--- src/rtl/uart_rx_pkg.sv ---
package uart_rx_pkg;

  localparam int CHAR_W = 8;
  localparam int MAX_BITS = 9;
  localparam int IDX_W = $clog2(MAX_BITS + 1);

  typedef enum logic [2:0] {
    ST_IDLE,
    ST_START,
    ST_DATA,
    ST_PAR,
    ST_STOP,
    ST_BRKWAIT
  } rx_state_t;

  typedef enum logic [1:0] {
    PK_ODD   = 2'd0,
    PK_EVEN  = 2'd1,
    PK_MARK  = 2'd2,
    PK_SPACE = 2'd3
  } par_kind_t;

  typedef struct packed {
    logic [CHAR_W-1:0] data;
    logic              flag9;
    logic              ferr;
    logic              brk;
  } rx_word_t;

  function automatic logic [IDX_W-1:0] char_bits(input logic [1:0] len, input logic nine);
    if (nine) return IDX_W'(MAX_BITS);
    return IDX_W'(5) + IDX_W'(len);
  endfunction

endpackage

--- src/rtl/uart_rx_bit_timer.sv ---
module uart_rx_bit_timer #(
  parameter int DIV_W = 16
) (
  input  logic             clk,
  input  logic             rst,
  input  logic             load_half,
  input  logic             run,
  input  logic [DIV_W-1:0] period,
  output logic             tick
);

  logic [DIV_W-1:0] per_q;
  logic [DIV_W-1:0] cnt_q;

  // The period is captured when a reception begins and kept until it ends.
  always_ff @(posedge clk) begin
    if (rst) begin
      per_q <= '0;
      cnt_q <= '0;
    end else if (load_half) begin
      per_q <= period;
      cnt_q <= (period >> 1) - DIV_W'(1);
    end else if (run) begin
      if (cnt_q == '0) cnt_q <= per_q - DIV_W'(1);
      else             cnt_q <= cnt_q - DIV_W'(1);
    end
  end

  assign tick = run && (cnt_q == '0);

endmodule

--- src/rtl/uart_rx_parity_chk.sv ---
module uart_rx_parity_chk
  import uart_rx_pkg::*;
(
  input  logic [CHAR_W-1:0] data,
  input  logic              par_bit,
  input  logic [1:0]        kind,
  output logic              mismatch
);

  logic ones_odd;
  assign ones_odd = ^{data, par_bit};

  always_comb begin
    unique case (par_kind_t'(kind))
      PK_ODD:   mismatch = !ones_odd;
      PK_EVEN:  mismatch = ones_odd;
      PK_MARK:  mismatch = !par_bit;
      PK_SPACE: mismatch = par_bit;
      default:  mismatch = 1'b0;
    endcase
  end

endmodule

--- src/rtl/uart_rx_frame_ctl.sv ---
module uart_rx_frame_ctl
  import uart_rx_pkg::*;
(
  input  logic     clk,
  input  logic     rst,
  input  logic     rxd,
  input  logic     tick,
  input  logic [1:0] data_len,
  input  logic     nine_bit,
  input  logic     par_en,
  input  logic [1:0] par_sel,
  output logic     load_half,
  output logic     run,
  output logic     push,
  output rx_word_t push_word
);

  rx_state_t        state_q;
  logic [IDX_W-1:0] idx_q;
  logic [MAX_BITS-1:0] shreg_q;
  logic             par_q;
  logic             seen_one_q;
  logic [1:0]       len_q;
  logic             nine_q;
  logic             pen_q;
  logic [1:0]       psel_q;

  logic [IDX_W-1:0] last_idx;
  logic             use_par;
  logic             par_bad;
  logic             stop_tick;
  logic             is_break;

  assign last_idx  = char_bits(len_q, nine_q) - IDX_W'(1);
  assign use_par   = pen_q && !nine_q;
  assign load_half = (state_q == ST_IDLE) && !rxd;
  assign run       = (state_q != ST_IDLE) && (state_q != ST_BRKWAIT);
  assign stop_tick = (state_q == ST_STOP) && tick;
  assign is_break  = !rxd && !seen_one_q;

  uart_rx_parity_chk u_par (
    .data     (shreg_q[CHAR_W-1:0]),
    .par_bit  (par_q),
    .kind     (psel_q),
    .mismatch (par_bad)
  );

  always_ff @(posedge clk) begin
    if (rst) begin
      state_q    <= ST_IDLE;
      idx_q      <= '0;
      shreg_q    <= '0;
      par_q      <= 1'b0;
      seen_one_q <= 1'b0;
      len_q      <= '0;
      nine_q     <= 1'b0;
      pen_q      <= 1'b0;
      psel_q     <= '0;
    end else begin
      unique case (state_q)
        ST_IDLE: begin
          if (!rxd) begin
            state_q    <= ST_START;
            len_q      <= data_len;
            nine_q     <= nine_bit;
            pen_q      <= par_en;
            psel_q     <= par_sel;
            shreg_q    <= '0;
            par_q      <= 1'b0;
            seen_one_q <= 1'b0;
          end
        end
        ST_START: begin
          if (tick) begin
            idx_q   <= '0;
            state_q <= rxd ? ST_IDLE : ST_DATA;
          end
        end
        ST_DATA: begin
          if (tick) begin
            shreg_q    <= shreg_q | (MAX_BITS'(rxd) << idx_q);
            seen_one_q <= seen_one_q | rxd;
            if (idx_q == last_idx) state_q <= use_par ? ST_PAR : ST_STOP;
            else                   idx_q   <= idx_q + IDX_W'(1);
          end
        end
        ST_PAR: begin
          if (tick) begin
            par_q      <= rxd;
            seen_one_q <= seen_one_q | rxd;
            state_q    <= ST_STOP;
          end
        end
        ST_STOP: begin
          if (tick) begin
            if (is_break) begin
              state_q <= ST_BRKWAIT;
            end else if (!rxd) begin
              // The low stop sample becomes the start bit of the next character.
              state_q    <= ST_DATA;
              idx_q      <= '0;
              shreg_q    <= '0;
              par_q      <= 1'b0;
              seen_one_q <= 1'b0;
            end else begin
              state_q <= ST_IDLE;
            end
          end
        end
        ST_BRKWAIT: begin
          if (rxd) state_q <= ST_IDLE;
        end
        default: state_q <= ST_IDLE;
      endcase
    end
  end

  always_comb begin
    push = stop_tick;
    if (is_break) begin
      push_word = '{data: '0, flag9: 1'b0, ferr: 1'b0, brk: 1'b1};
    end else begin
      push_word.data  = shreg_q[CHAR_W-1:0];
      push_word.flag9 = nine_q ? shreg_q[MAX_BITS-1] : (use_par && par_bad);
      push_word.ferr  = !rxd;
      push_word.brk   = 1'b0;
    end
  end

endmodule

--- src/rtl/uart_rx_push_reg.sv ---
module uart_rx_push_reg
  import uart_rx_pkg::*;
(
  input  logic     clk,
  input  logic     rst,
  input  logic     push,
  input  rx_word_t word,
  input  logic     fifo_full,
  output logic     wr_en,
  output rx_word_t wr_word,
  output logic     overrun
);

  always_ff @(posedge clk) begin
    if (rst) begin
      wr_en   <= 1'b0;
      overrun <= 1'b0;
      wr_word <= '0;
    end else begin
      wr_en   <= push && !fifo_full;
      overrun <= push && fifo_full;
      if (push && !fifo_full) wr_word <= word;
    end
  end

endmodule

--- src/rtl/uart_rx_brk.sv ---
module uart_rx_brk
  import uart_rx_pkg::*;
#(
  parameter int DIV_W = 16
) (
  input  logic             clk,
  input  logic             rst,
  input  logic             rxd,
  input  logic [DIV_W-1:0] bit_period,
  input  logic [1:0]       data_len,
  input  logic             nine_bit,
  input  logic             par_en,
  input  logic [1:0]       par_sel,
  input  logic             fifo_full,
  output logic             wr_en,
  output logic [7:0]       wr_data,
  output logic             wr_flag9,
  output logic             wr_ferr,
  output logic             wr_brk,
  output logic             overrun
);

  logic     load_half;
  logic     run;
  logic     tick;
  logic     push;
  rx_word_t push_word;
  rx_word_t out_word;

  uart_rx_bit_timer #(.DIV_W(DIV_W)) u_timer (
    .clk       (clk),
    .rst       (rst),
    .load_half (load_half),
    .run       (run),
    .period    (bit_period),
    .tick      (tick)
  );

  uart_rx_frame_ctl u_ctl (
    .clk       (clk),
    .rst       (rst),
    .rxd       (rxd),
    .tick      (tick),
    .data_len  (data_len),
    .nine_bit  (nine_bit),
    .par_en    (par_en),
    .par_sel   (par_sel),
    .load_half (load_half),
    .run       (run),
    .push      (push),
    .push_word (push_word)
  );

  uart_rx_push_reg u_push (
    .clk       (clk),
    .rst       (rst),
    .push      (push),
    .word      (push_word),
    .fifo_full (fifo_full),
    .wr_en     (wr_en),
    .wr_word   (out_word),
    .overrun   (overrun)
  );

  assign wr_data  = out_word.data;
  assign wr_flag9 = out_word.flag9;
  assign wr_ferr  = out_word.ferr;
  assign wr_brk   = out_word.brk;

endmodule

--- config.mk ---
export PLATFORM = sky130hd
export DESIGN_NAME = uart_rx_brk
export DESIGN_NICKNAME = d
export VERILOG_FILES = /design/src/rtl/uart_rx_pkg.sv /design/src/rtl/uart_rx_bit_timer.sv /design/src/rtl/uart_rx_parity_chk.sv /design/src/rtl/uart_rx_frame_ctl.sv /design/src/rtl/uart_rx_push_reg.sv /design/src/rtl/uart_rx_brk.sv
export SDC_FILE = /design/constraint.sdc
export NUM_CORES = 1
export LEC_CHECK = 0
export ABC_AREA = 1
export ABC_CLOCK_PERIOD_IN_PS = 5700
export BUFFER_PORTS_ARGS = -buffer_cell sky130_fd_sc_hd__clkbuf_2
export CORE_MARGIN = 2
export CORE_UTILIZATION = 40
export CTS_BUF_LIST = sky130_fd_sc_hd__clkbuf_16
export DETAILED_ROUTE_END_ITERATION = 6
export GPL_TIMING_DRIVEN = 0
export SKIP_LAST_GASP = 1
export SLEW_MARGIN = 20
export SYNTH_ARGS = -nofsm -noshare
export SYNTH_HDL_FRONTEND = slang
export SYNTH_SLANG_ARGS = --single-unit
--- constraint.sdc ---
create_clock -name clk -period 5.7 [get_ports clk]
set_input_delay 0.57 -clock clk [delete_from_list [all_inputs] [get_ports clk]]
set_output_delay 0.57 -clock clk [all_outputs]
set_load 0.05 [all_outputs]
==> run summary, run 1 <==
The top routing layer in use is met4. The relative slew slack is 0.580, and the number of enable-type register cells in the synthesized netlist is 0. The share of total power in the clock network was 0.223.

In the detailed route, the total length drawn on met3 is 320 um. Across all hold checks on the routed design, the worst slack comes to 0.455 ns. The HPWL reported at the end of detailed placement came out at 7.75 mm. For this design the total switching power over the nets is 1.32 mW. The share of flip-flops with an asynchronous set or reset after synthesis was 0.

Type of the worst min-delay path: reg -> reg. Traced cell by cell, the critical path runs through nor2_2 > inv_2 > nor2_4 > inv_4 > nor2_8 > inv_4 > buf_8 > a21oi_4 > ha_1 > inv_1 > nor2_1 > nand2_4 > nor2_4 > nand2_1 > nand2_1 > nand3_1 > nand2_1 > inv_1. Cell internal power was estimated by the tool at 1.47 mW. For the pin count of the biggest net entering global routing, the log shows 15. The cell area that synthesis handed to floorplanning was 4010 sq um. STA classifies the critical path endpoint as a flip-flop. For the combinational power share, the log shows 0.537. The critical-path cell with the highest stage delay was sky130_fd_sc_hd__dfxtp_1. In this design, the critical path's most frequently occurring cell is sky130_fd_sc_hd__nand2_1. The post-layout instance count excluding filler cells came out at 786. The number of nets in the synthesized netlist is 630, and the minimum clock period after layout is 2.49 ns. For the pin with the worst max-slew slack, the measured transition is 0.630 ns. The region available for standard cell placement spans 9730 sq um. The cts-stage hold buffer count came out at 0. The reported leakage power was 2.10 nW.

In this run the worst path has a maximum fanout of 10. The logs give 0 for the count of final hold-check violations and 17.3 mm for the global-route wire length before repair. The setup slack of the critical path after layout is 3.21 ns.

The wire length after detailed routing was 10.3 mm; the share of total power in sequential cells was 0.240. In this run the number of H-tree levels came out at 3. The first detailed-routing pass ran for 4 iterations. The number of vias per cell after detailed routing was 4.92; the portion of the post-synthesis area used by sequential elements was 0.345.

The run gives 0 as the number of post-CTS setup repair buffers. The Yosys step of the flow raised 0 warnings. The synthesized area divided by synthesized cell count is 6.68 sq um, and the number of DRC violations after detailed-routing iteration 0 is 101.

Power spread over the standard cell area amounts to 595 nW/um^2. Setup violations remaining at the end of the flow were counted as 0. The die covers 10800 sq um. The peak per-stage delay on the critical path works out to 0.37 ns.

The switching share of power was 0.473; the worst-skew pair later-pin latency was 0.33 ns. In the post-synthesis netlist, the cell with the most instances is sky130_fd_sc_hd__nand2_1. Worst setup timing slack at the placement stage: 3.17 ns.

The die width was 104 um. For the leftover overflow at the end of global routing, the log shows 0. The start-to-end type of the worst setup path is reg -> reg. The worst path required time was 5.93 ns; the via count of the first global-routing pass was 3767. After floorplanning, the core was divided into 36 placement rows. The routed wire length on met2 came out at 5.08 mm. The run gives 0.402 GHz as the fmax. The family with the most delay on the worst path is simple AND/OR/NAND/NOR gates.

Setup total negative slack on the finished layout was measured at 0 ns. The fraction of final layout cells with drive strength greater than 1 is 0.179, and the count of final max-slew check failures is 0. The number of port buffers is 37. The routed length per instance is 13.1 um, and the antenna diode instance count is 0.

Ranked by instance count, the synthesized netlist is headed by sky130_fd_sc_hd__nand2_1 (146), sky130_fd_sc_hd__inv_1 (76), sky130_fd_sc_hd__dfxtp_1 (69), sky130_fd_sc_hd__a21oi_1 (58), sky130_fd_sc_hd__nor2_1 (50). The clock sink count was 69. Nature of the critical path startpoint: a flip-flop. The flow ran to the end, and the final reports show no timing, DRC or antenna violations. The reported max-cap violation count was 0; the number of library cell types mapped by synthesis was 41. Sorting the synthesized cells by area gives the leading types as sky130_fd_sc_hd__dfxtp_1 (34%), sky130_fd_sc_hd__nand2_1 (14%), sky130_fd_sc_hd__a21oi_1 (7.2%), sky130_fd_sc_hd__inv_1 (7.1%), sky130_fd_sc_hd__nand3_1 (5.7%).

For the initial core utilization, the log shows 0.412. After routing the design area is 4690 sq um. In this run the deepest clock path goes through 2 buffers. At the end of routability-driven placement, the weighted congestion stood at 0.886. Clock-pin slew was measured on the worst setup and hold paths at 0.06 ns. For the final database, setup skew stands at 0.00490 ns. Measured along the y axis, the die boundary spans 104 um. The total number of vias came out at 3864. The number of clock buffers added by TritonCTS is 9. For this run, the leading register cell type out of synthesis is sky130_fd_sc_hd__dfxtp_1.

The run gives 4360 sq um as the placed standard-cell area. The tree is rooted in a sky130_fd_sc_hd__clkbuf_16. Together, buffers and inverters on the worst path number 6. Worst-case register-to-register setup slack: 3.21 ns.

The tools report the global router's overall resource usage as 0.197. The detail route stage leaves a number of antenna-violating nets equal to 0. Counting the fill cells in the layout gives 1037. For this design the top-level I/O count stands at 39. Data on the critical path arrives at its endpoint at 2.72 ns.

The layout overhead on the synthesized area came out at 17.1%. After detailed routing, the wire length on met1 is 4.72 mm. The synthesized design spends more area on one cell type than any other, namely sky130_fd_sc_hd__dfxtp_1. Setup repair after global routing left no endpoint under its margin. The number of gates resized after CTS was 0.

In this run, placement finished with an instance count of 770. The logs give 0 for the number of antenna violations at the first check in global routing and 600 for the gate count of the mapped netlist. The count of unresolved DRC violations after routing is 0, and the net count of the finished layout is 678. The final cycle utilization of the critical path is 0.437. The fraction of post-synthesis cell area in the top cell type by area is 0.345. The flip-flop and latch count after synthesis works out to 69. TritonCTS built the clock tree. Across the VDD grid, the largest voltage drop is 0.297 mV.
-- layout by cell type, fill, tap and decap left out, types with 12 or more instances in the layout --
cell,synthesis,final
sky130_fd_sc_hd__nand2_1,146,146
sky130_fd_sc_hd__inv_1,76,76
sky130_fd_sc_hd__dfxtp_1,69,69
sky130_fd_sc_hd__a21oi_1,58,58
sky130_fd_sc_hd__nor2_1,50,50
sky130_fd_sc_hd__nand3_1,46,46
sky130_fd_sc_hd__clkbuf_2,0,37
sky130_fd_sc_hd__o21ai_0,32,32
sky130_fd_sc_hd__nor2_2,12,12
sky130_fd_sc_hd__clkbuf_1,12,12
-- routing by layer --
layer,vias up,GRT usage
li1,2014,-
met1,1773,0.229
met3,14,0.0451
met2,63,0.352
met4,0,0.0743
met5,-,0
-- power by group through the flow --
stage,Clock [mW],Combinational [mW],Sequential [mW]
2_1_floorplan,0,1.20,0.659
3_3_place_gp,0,1.47,0.675
3_5_place_dp,0,1.49,0.679
4_1_cts,0.637,1.50,0.668
5_1_grt,0.658,1.69,0.680
6_report,0.622,1.50,0.668
-- through the flow --
stage	total power, mW	util
after floorplan	1.85	-
after global placement	2.14	0.448
after detailed placement	2.16	0.448
after CTS	2.80	0.482
after global routing	3.02	0.482
final	2.79	0.482
-- cell type report --
class / count / area (sq um) / share of cell area
flip-flops and latches: 69 / 1380 / 0.295
well taps: 133 / 166 / 0.0355
clock inverters: 7 / 106 / 0.0227
inverters: 84 / 320 / 0.0683
multi-input cells: 427 / 2200 / 0.470
repair buffers: 37 / 185 / 0.0395
plain buffers: 20 / 100 / 0.0213
clock buffers: 9 / 225 / 0.0480
-- kinds of logic after synthesis --
family / synth area share
flops: 0.345
buf+inv: 0.105
simple gates: 0.387
compound gates: 0.133
xor+xnor: 0.0175
fa+ha+maj: 0.0125
-- path summary, 6_finish.rpt --
path | from | cells after the start | endpoint
max | u_ctl.state_q[0]$_SDFFE_PP0P_ | 18 | u_timer.cnt_q[12]$_SDFFE_PP0P_
min | u_ctl.pen_q$_SDFFE_PP0P_ | 2 | u_ctl.pen_q$_SDFFE_PP0P_
max reg2reg | u_ctl.state_q[0]$_SDFFE_PP0P_ | 18 | u_timer.cnt_q[12]$_SDFFE_PP0P_
min reg2reg | u_ctl.pen_q$_SDFFE_PP0P_ | 2 | u_ctl.pen_q$_SDFFE_PP0P_
-- registers in the layout (all words and copies together) (netlist names) --
register and flops:
u_push.wr_word 11, u_timer.cnt_q 16, u_ctl.nine_q 1, u_ctl.par_q 1
u_timer.per_q 16, u_ctl.idx_q 4, u_ctl.pen_q 1, u_ctl.len_q 2
u_push.overrun 1, u_ctl.psel_q 2, u_ctl.shreg_q 9, u_push.wr_en 1
u_ctl.seen_one_q 1, u_ctl.state_q 3
-- tightest hold or removal path, cell delays in order, from the launching register on --
cell and delay [ns]:
sky130_fd_sc_hd__dfxtp_1 0.30, sky130_fd_sc_hd__inv_1 0.06, sky130_fd_sc_hd__a21oi_1 0.06
(Power assumes the default switching activity.)
==> inputs of run 2 (changes only) <==
--- a/config.mk
+++ b/config.mk
@@ -6,7 +6,7 @@
 export NUM_CORES = 1
 export LEC_CHECK = 0
 export ABC_AREA = 1
-export ABC_CLOCK_PERIOD_IN_PS = 5700
+export ABC_CLOCK_PERIOD_IN_PS = 2150
 export BUFFER_PORTS_ARGS = -buffer_cell sky130_fd_sc_hd__clkbuf_2
 export CORE_MARGIN = 2
 export CORE_UTILIZATION = 40
==> constraint.sdc (replaced) <==
create_clock -name clk -period 2.15 [get_ports clk]
set_input_delay 0.215 -clock clk [delete_from_list [all_inputs] [get_ports clk]]
set_output_delay 0.215 -clock clk [all_outputs]
set_load 0.05 [all_outputs]
==> run 2 against run 1 <==
- cell count is 1.8% higher
- sequential share of layout area is 1.1 points lower
- critical path depth stayed put
- core utilization is 2.4 points higher
==> run summary, run 2 (same netlist as run 1, synthesis figures left out) <==
The flow ran to the end, and the final reports show no timing, DRC or antenna violations. The cell count after placement is 770. The via count of the first global-routing pass was 3822.

The die covers 10800 sq um. For this design, the CTS-stage hold fixing added 0 buffers. The layout overhead on the synthesized area was 22.8%. The run gives 0.412 as the initial core utilization. The library cell used most frequently in the layout, excluding fill and tap cells, is sky130_fd_sc_hd__nand2_1.

The tools report the worst-skew pair later-pin latency as 0.33 ns. For the I/O pin total, the log shows 39. At the worst endpoint, the required time is 2.38 ns. The count of unresolved DRC violations after routing is 0, and the highest net fanout along the worst path is 5. STA classifies the critical path startpoint as a flip-flop. Data on the critical path arrives at its endpoint at 2.30 ns. 0 antenna diodes ended up in the layout.

The H-tree was split into 3 levels. Worst setup path startpoint: u_ctl.state_q[0]$_SDFFE_PP0P_. The power density relative to cell area was 1570 nW/um^2; the clock sink count was 69. In this run, the number of DRC markers left after iteration 0 of detailed routing was 138. Net count of the finished layout: 692. Derived from the worst setup path, the maximum achievable clock frequency is 0.483 GHz.

The design draws 7.74 mW. TritonCTS built the clock tree. First-pass iteration count of the detailed router: 5. After detailed placement, the total cell area comes to 4360 sq um. The final non-filler cell area was 4920 sq um. Clock transition at the registers of the reported paths: 0.07 ns. The detailed router placed 3962 vias in this run. The total area inside the core boundary comes to 9730 sq um.

The post-layout instance count excluding filler cells came out at 800. The global router's overall resource usage is 0.202, and the count of cells along the worst register-to-register path is 18. In this run the static leakage power is 2.18 nW. Clock tree synthesis inserted a total of 9 buffers. The HPWL reported at the end of detailed placement was 7.73 mm.

Start-to-end type of the worst setup path: reg -> reg. The die is 104 um wide. At the end of routability-driven placement, the weighted congestion stood at 0.897. The tools report the number of antenna violations at the first check in global routing as 0. The maximum buffer depth of the clock tree is 2, and the wire length after detailed routing is 10.7 mm.

The element type at the critical path end was a flip-flop. Counting I/O delays and the setup requirement, the final critical path takes 2.07 ns. The library cells used most frequently in the layout, excluding fill and tap cells, are sky130_fd_sc_hd__nand2_1 (141), sky130_fd_sc_hd__inv_1 (74), sky130_fd_sc_hd__dfxtp_1 (60), sky130_fd_sc_hd__a21oi_1 (58), sky130_fd_sc_hd__nand3_1 (45). The run gives 0 as the count of nets left with antenna violations after detail routing. The count of final hold-check violations is 0. Following the worst setup path forward leads to its endpoint at u_timer.cnt_q[12]$_SDFFE_PP0P_.

The floorplan step set the die height to 104 um. The logs give 36 for the number of core rows and 17.7 mm for the global-route wire length before repair. The relative slew slack came out at 0.601. In the final layout, the registers with the most flip-flops are u_timer.cnt_q (16), u_timer.per_q (16), u_push.wr_word (11). After detailed routing, the number of vias per cell comes to 4.95.

The routed length per instance was 13.4 um; the count of final max-slew check failures was 0. The worst clock skew was 0.0108 ns; the final cycle utilization of the critical path was 0.963. The leftover overflow at the end of global routing was 0; the pin count of the biggest net entering global routing was 14. For the post-route worst hold slack, the log shows 0.144 ns.

The number of port buffers is 37. The tree is rooted in a sky130_fd_sc_hd__clkbuf_16. For the maximum vdd drop, the log shows 0.835 mV.

The endpoint of the most critical register-to-register path was u_timer.cnt_q[12]$_SDFFE_PP0P_. In this run the critical register-to-register path is launched from u_ctl.state_q[0]$_SDFFE_PP0P_. Fraction of final layout cells with drive strength greater than 1: 0.246.

The number of endpoints failing setup at the final stage is 0. At the pin with the least slew margin, the transition time is 0.599 ns. For the final routed database, the setup TNS stands at 0 ns.

The tool flagged a number of max-cap violations equal to 0. The worst hold path belongs to the class in -> reg. Worst-case register-to-register setup slack: 0.08 ns. Setup repair after global routing could not meet its margin everywhere.
run 2: worst min path at each step:
stage,start,endpoint,slack [ns],cells after the start
6_report,data_len[0],u_ctl.len_q[0]$_SDFFE_PP0P_,0.14,3
5_1_grt,data_len[0],u_ctl.len_q[0]$_SDFFE_PP0P_,0.16,3
4_1_cts,data_len[0],u_ctl.len_q[0]$_SDFFE_PP0P_,0.12,3
3_5_place_dp,u_ctl.pen_q$_SDFFE_PP0P_,u_ctl.pen_q$_SDFFE_PP0P_,0.45,2
3_3_place_gp,u_ctl.pen_q$_SDFFE_PP0P_,u_ctl.pen_q$_SDFFE_PP0P_,0.44,2
2_1_floorplan,fifo_full,u_push.overrun$_SDFF_PP0_,0.35,2
run 2: per-layer routing:
metal / GRT usage / up-vias / wire length, um
met5: 0 / - / 0
met1: 0.231 / 1821 / 4690
li1: - / 2040 / -
met4: 0.0792 / 0 / 204
met3: 0.0457 / 15 / 466
met2: 0.362 / 86 / 5350
run 2: area by class of cell:
class / count / area [sq um]
clock inverters: 7 / 47.5
clock buffers: 9 / 225
plain buffers: 20 / 130
multi-input cells: 427 / 2340
inverters: 84 / 325
fillers: 1031 / 4810
repair buffers: 51 / 290
well taps: 133 / 166
flip-flops and latches: 69 / 1400
run 2: critical path, stage by stage, from the launching register on:
cell and delay (ns):
sky130_fd_sc_hd__dfxtp_4 0.35, sky130_fd_sc_hd__nor2_4 0.10, sky130_fd_sc_hd__inv_2 0.05, sky130_fd_sc_hd__nor2_4 0.10
sky130_fd_sc_hd__inv_4 0.06, sky130_fd_sc_hd__nor2_8 0.10, sky130_fd_sc_hd__inv_6 0.05, sky130_fd_sc_hd__buf_12 0.12
sky130_fd_sc_hd__a21oi_4 0.17, sky130_fd_sc_hd__ha_4 0.17, sky130_fd_sc_hd__inv_4 0.04, sky130_fd_sc_hd__nor2_4 0.11
sky130_fd_sc_hd__nand2_4 0.09, sky130_fd_sc_hd__nor2_4 0.18, sky130_fd_sc_hd__nand2_2 0.06, sky130_fd_sc_hd__nand2_1 0.05
sky130_fd_sc_hd__nand3_1 0.06, sky130_fd_sc_hd__nand2_1 0.07, sky130_fd_sc_hd__inv_1 0.04
run 2: repair_timing:
action | in CTS | in global routing
pin swaps | 7 | 26
setup endpoints to repair | 16 | 34
hold endpoints to repair | 0 | 0
gates resized for setup | 9 | 48
setup buffers | 7 | 7
run 2: report_power, final:
part           switching [mW]  total [mW]  internal (mW)
Combinational            2.92        4.56           1.64
Sequential              0.223        1.81           1.59
Clock                   0.592        1.37          0.782
Total                    3.73        7.74           4.01
run 2: through the flow:
step	utilization	setup WS [ns]
6_report	0.506	0.0788
5_1_grt	0.506	-0.0785
4_1_cts	0.485	0.000186
3_5_place_dp	0.448	-0.267
3_3_place_gp	0.448	-0.220
2_1_floorplan	-	0.0299
==> inputs of run 3 (changes only) <==
--- a/config.mk
+++ b/config.mk
@@ -5,7 +5,6 @@
 export SDC_FILE = /design/constraint.sdc
 export NUM_CORES = 1
 export LEC_CHECK = 0
-export ABC_AREA = 1
 export ABC_CLOCK_PERIOD_IN_PS = 2150
 export BUFFER_PORTS_ARGS = -buffer_cell sky130_fd_sc_hd__clkbuf_2
 export CORE_MARGIN = 2
==> run 3 against run 2 <==
- the flow now finishes with violations (negative setup slack)
- synthesized cell count fell by 28%
- design area rose by 0.69%
- combinational power down 37%
- largest cell class unchanged
- clock skew grew 0.0012 ns
- core utilization increased by 9.1 points
- highest routed layer unchanged
- power fell by 20%
==> run summary, run 3 <==
The share of flip-flops with an asynchronous set or reset after synthesis is 0, and the compound-cell area share of the yosys netlist is 0.214. The count of final hold-check violations is 0, and the post-layout instance count excluding filler cells is 629. The relative slew slack is 0.523, and the first-pass iteration count of the detailed router is 5.

After the last flow step, the layout net total stands at 549. The gate count of the mapped netlist is 434. Leaving out fill and tap cells, the most frequent cell in the layout is sky130_fd_sc_hd__dfxtp_1. The worst setup path is of the reg -> reg kind. The area fraction in and, or, nand and nor cells after synthesis came out at 0.255. The final route contains 3531 vias. Worst-skew pair later-pin latency: 0.33 ns. The HPWL reported at the end of detailed placement is 6.45 mm, and the maximum buffer depth of the clock tree is 2.

After detailed routing, the average wire length per cell comes to 16.9 um. Wires add up to 10.6 mm. The flip-flop and latch count after synthesis is 69, and the portion of the post-synthesis area used by sequential elements is 0.401. Counting every net in the synthesized netlist gives 464. The worst setup timing slack at the placement stage is -0.962 ns, and the number of DRC violations after detailed-routing iteration 0 is 189. The number of clock buffers added by TritonCTS is 9. The number of endpoints failing setup at the final stage was 34. For the count of synthesis-stage warnings from yosys, the log shows 0. The tools report the fmax as 0.362 GHz. For the pin with the worst max-slew slack, the measured transition is 0.715 ns. The nature of the critical path startpoint was a flip-flop.

The fraction of post-synthesis cell area in the top cell type by area is 0.401, and the layout overhead on the synthesized area is 43.6%. In the routed design, unresolved DRC markers number 0. Counting instances in the post-synthesis netlist gives the leading cell types as sky130_fd_sc_hd__nand2_1 (78), sky130_fd_sc_hd__dfxtp_1 (69), sky130_fd_sc_hd__a21oi_1 (47), sky130_fd_sc_hd__nor2_1 (36), sky130_fd_sc_hd__clkbuf_1 (25).

The number of antenna violations at the first check in global routing is 0. The library cell with the highest instance count after synthesis was sky130_fd_sc_hd__nand2_1. Number of inserted filler cells in the final layout: 710.

The die width was 96.9 um. Clock transition at the registers of the reported paths: 0.05 ns. Routability-driven placement finished with a final weighted congestion of 0.926.

The tools report the cell count after placement as 576. The I/O pin total is 39. The cell taking the most area after synthesis is sky130_fd_sc_hd__dfxtp_1. The global-route wire length before repair came out at 15.9 mm.

The largest registers in the layout are u_timer.cnt_q (16), u_timer.per_q (16), u_push.wr_word (11). Dividing the synthesized area by the synthesized cell count gives 7.95 sq um. The run gives 3.01 ns as the arrival time of data at the critical path endpoint.

Setup repair after global routing could not meet its margin everywhere. For the die outline area, the log shows 9380 sq um. The run finished, with violations left. The global router's overall resource usage is 0.207. The proportion of synthesized area in mux cells was 0.00581; the reported max-cap violation count was 0.

The number of enable-type register cells in the synthesized netlist is 0, and the met1 track demand over resource in global routing is 0.239. The tree built by TritonCTS fans out to 69 sinks. The via count of the first global-routing pass came out at 3277.

For the count of nets left with antenna violations after detail routing, the log shows 0. TritonCTS built the clock tree. The final reports fail on negative setup slack. IR analysis of the VDD net gives a maximum drop of 0.740 mV. The run gives 3 as the H-tree level count. The tools report the fraction of met3 tracks used by global routing as 0.0484. The leftover overflow at the end of global routing came out at 0. The top cell types in the final layout, fill and taps aside, are sky130_fd_sc_hd__dfxtp_1 (65), sky130_fd_sc_hd__nand2_1 (63), sky130_fd_sc_hd__clkbuf_2 (46), sky130_fd_sc_hd__nor2_1 (34), sky130_fd_sc_hd__a21oi_1 (33).

In this run the worst path has a maximum fanout of 4. The xor/xnor cell area share of the yosys netlist was 0.0610; the number of vias per cell after detailed routing was 5.61. The fraction of final layout cells with drive strength greater than 1 works out to 0.361. For the synthesized area, the log shows 3450 sq um. The dominant combinational cell family by area after synthesis was simple AND/OR/NAND/NOR gates. The setup slack of the critical path after layout is -0.616 ns, and the antenna diode instance count is 0. The final cycle utilization of the critical path was 1.29. The path class of the tightest hold or removal check is in -> reg. The initialized floorplan defines 33 standard-cell rows. The minimum clock period after layout was 2.77 ns; the pin count of the biggest net entering global routing was 13. The met2 capacity usage during global routing was 0.366. For the worst clock skew, the log shows 0.0120 ns. Among all flip-flop cells after synthesis, the most frequent one is sky130_fd_sc_hd__dfxtp_1. In this run the tool buffered the top-level ports with 37 buffer cells. By area the synthesized netlist is led by sky130_fd_sc_hd__dfxtp_1 (40%), sky130_fd_sc_hd__nand2_1 (8.5%), sky130_fd_sc_hd__a21oi_1 (6.8%), sky130_fd_sc_hd__xnor2_1 (4.3%), sky130_fd_sc_hd__nor2_1 (3.9%). The tools report the number of library cell types mapped by synthesis as 52. The element type at the critical path end is a flip-flop. Height of the chip: 96.9 um. STA puts the critical path data required time at 2.40 ns. The run gives 0.415 as the initial core utilization. The routing layer with the top usage in global route was met2. The adder-cell share of the synthesized area works out to 0.0145.

The library cell used as clock root buffer is sky130_fd_sc_hd__clkbuf_16. In this run the static leakage power is 1.81 nW. Dividing total power by cell area gives a power density of 1250 nW/um^2. The core box area was 8300 sq um.

For the count of final max-slew check failures, the log shows 0.
-- run 3: cell types whose count changed after synthesis, moves of 13 or more --
cell	delta
sky130_fd_sc_hd__nand2_1	-68
sky130_fd_sc_hd__xnor2_1	+15
sky130_fd_sc_hd__nand3_1	-35
sky130_fd_sc_hd__inv_1	-65
sky130_fd_sc_hd__nor2_1	-14
sky130_fd_sc_hd__clkbuf_1	+13
sky130_fd_sc_hd__o21ai_0	-23
-- run 3: kinds of logic (layout without fill, tap and decap cells) --
group                    after synthesis  count (layout)
multiplexers                           2               2
XOR/XNOR                              24              24
adder cells (fa/ha/maj)                4               4
buffers and inverters                 42             131
flip-flops                            69              69
AND/OR/NAND/NOR                      180             181
AO/OA/AOI/OAI                        113             113
-- run 3: area by class of cell --
class	instances	area, sq um	area share
Sequential cell	69	1390	0.281
Buffer	28	159	0.0321
Clock buffer	9	225	0.0455
Timing Repair Buffer	75	552	0.111
Clock inverter	7	91.3	0.0184
Multi-Input combinational cell	324	2350	0.475
Inverter	12	48.8	0.00985
Tap cell	105	131	0.0265
-- run 3: routing by layer --
metal  up-vias  share of wire
li1       1733              -
met1      1671           0.41
met2       101           0.51
met3        26          0.045
met4         0          0.031
met5         -              0
-- run 3: metrics by stage --
step / TNS (ns) / instance area (sq um) / utilization / hold slack [ns] / total power [mW]
2_1_floorplan: -5.03 / 3480 / - / 0.351 / 3.08
3_5_place_dp: -27.99 / 3800 / 0.458 / 0.446 / 3.51
5_1_grt: -13.64 / 4950 / 0.597 / 0.107 / 6.49
4_1_cts: -7.42 / 4480 / 0.539 / 0.100 / 5.55
6_report: -9.76 / 4950 / 0.597 / 0.108 / 6.19
3_3_place_gp: -40.10 / 3790 / 0.457 / 0.439 / 3.47
-- run 3: what timing repair did --
item,CTS,global route
pin swaps,25,38
hold endpoints to repair,0,0
cloned,1,4
hold buffers,0,0
setup buffers,21,14
resized for setup,38,96
setup endpoints to repair,54,51
-- run 3: power by group --
group | switching [mW] | internal, mW | total, mW
clock network | 0.567 | 1.01 | 1.58
registers | 0.230 | 1.51 | 1.74
logic | 1.55 | 1.32 | 2.87
-- run 3: worst max-delay path: stages (launching register included) --
cell                       delay, ns
sky130_fd_sc_hd__dfxtp_1        0.34
sky130_fd_sc_hd__nor4_2         0.39
sky130_fd_sc_hd__nand4_1        0.25
sky130_fd_sc_hd__buf_6          0.21
sky130_fd_sc_hd__o211ai_1       0.38
sky130_fd_sc_hd__inv_1          0.14
sky130_fd_sc_hd__ha_4           0.19
sky130_fd_sc_hd__nor3b_4        0.16
sky130_fd_sc_hd__buf_6          0.14
sky130_fd_sc_hd__buf_6          0.12
sky130_fd_sc_hd__xnor2_2        0.14
sky130_fd_sc_hd__a211oi_2       0.22
-- run 3: final timing paths --
kind	start	endpoint	slack [ns]	cells past startpoint
hold reg to reg	u_ctl.pen_q$_SDFFE_PP0P_	u_ctl.pen_q$_SDFFE_PP0P_	0.45	2
setup / recovery	u_timer.cnt_q[13]$_SDFFE_PP0P_	u_timer.cnt_q[4]$_SDFFE_PP0P_	-0.62	11
setup reg to reg	u_timer.cnt_q[13]$_SDFFE_PP0P_	u_timer.cnt_q[4]$_SDFFE_PP0P_	-0.62	11
hold / removal	data_len[1]	u_ctl.len_q[1]$_SDFFE_PP0P_	0.11	3
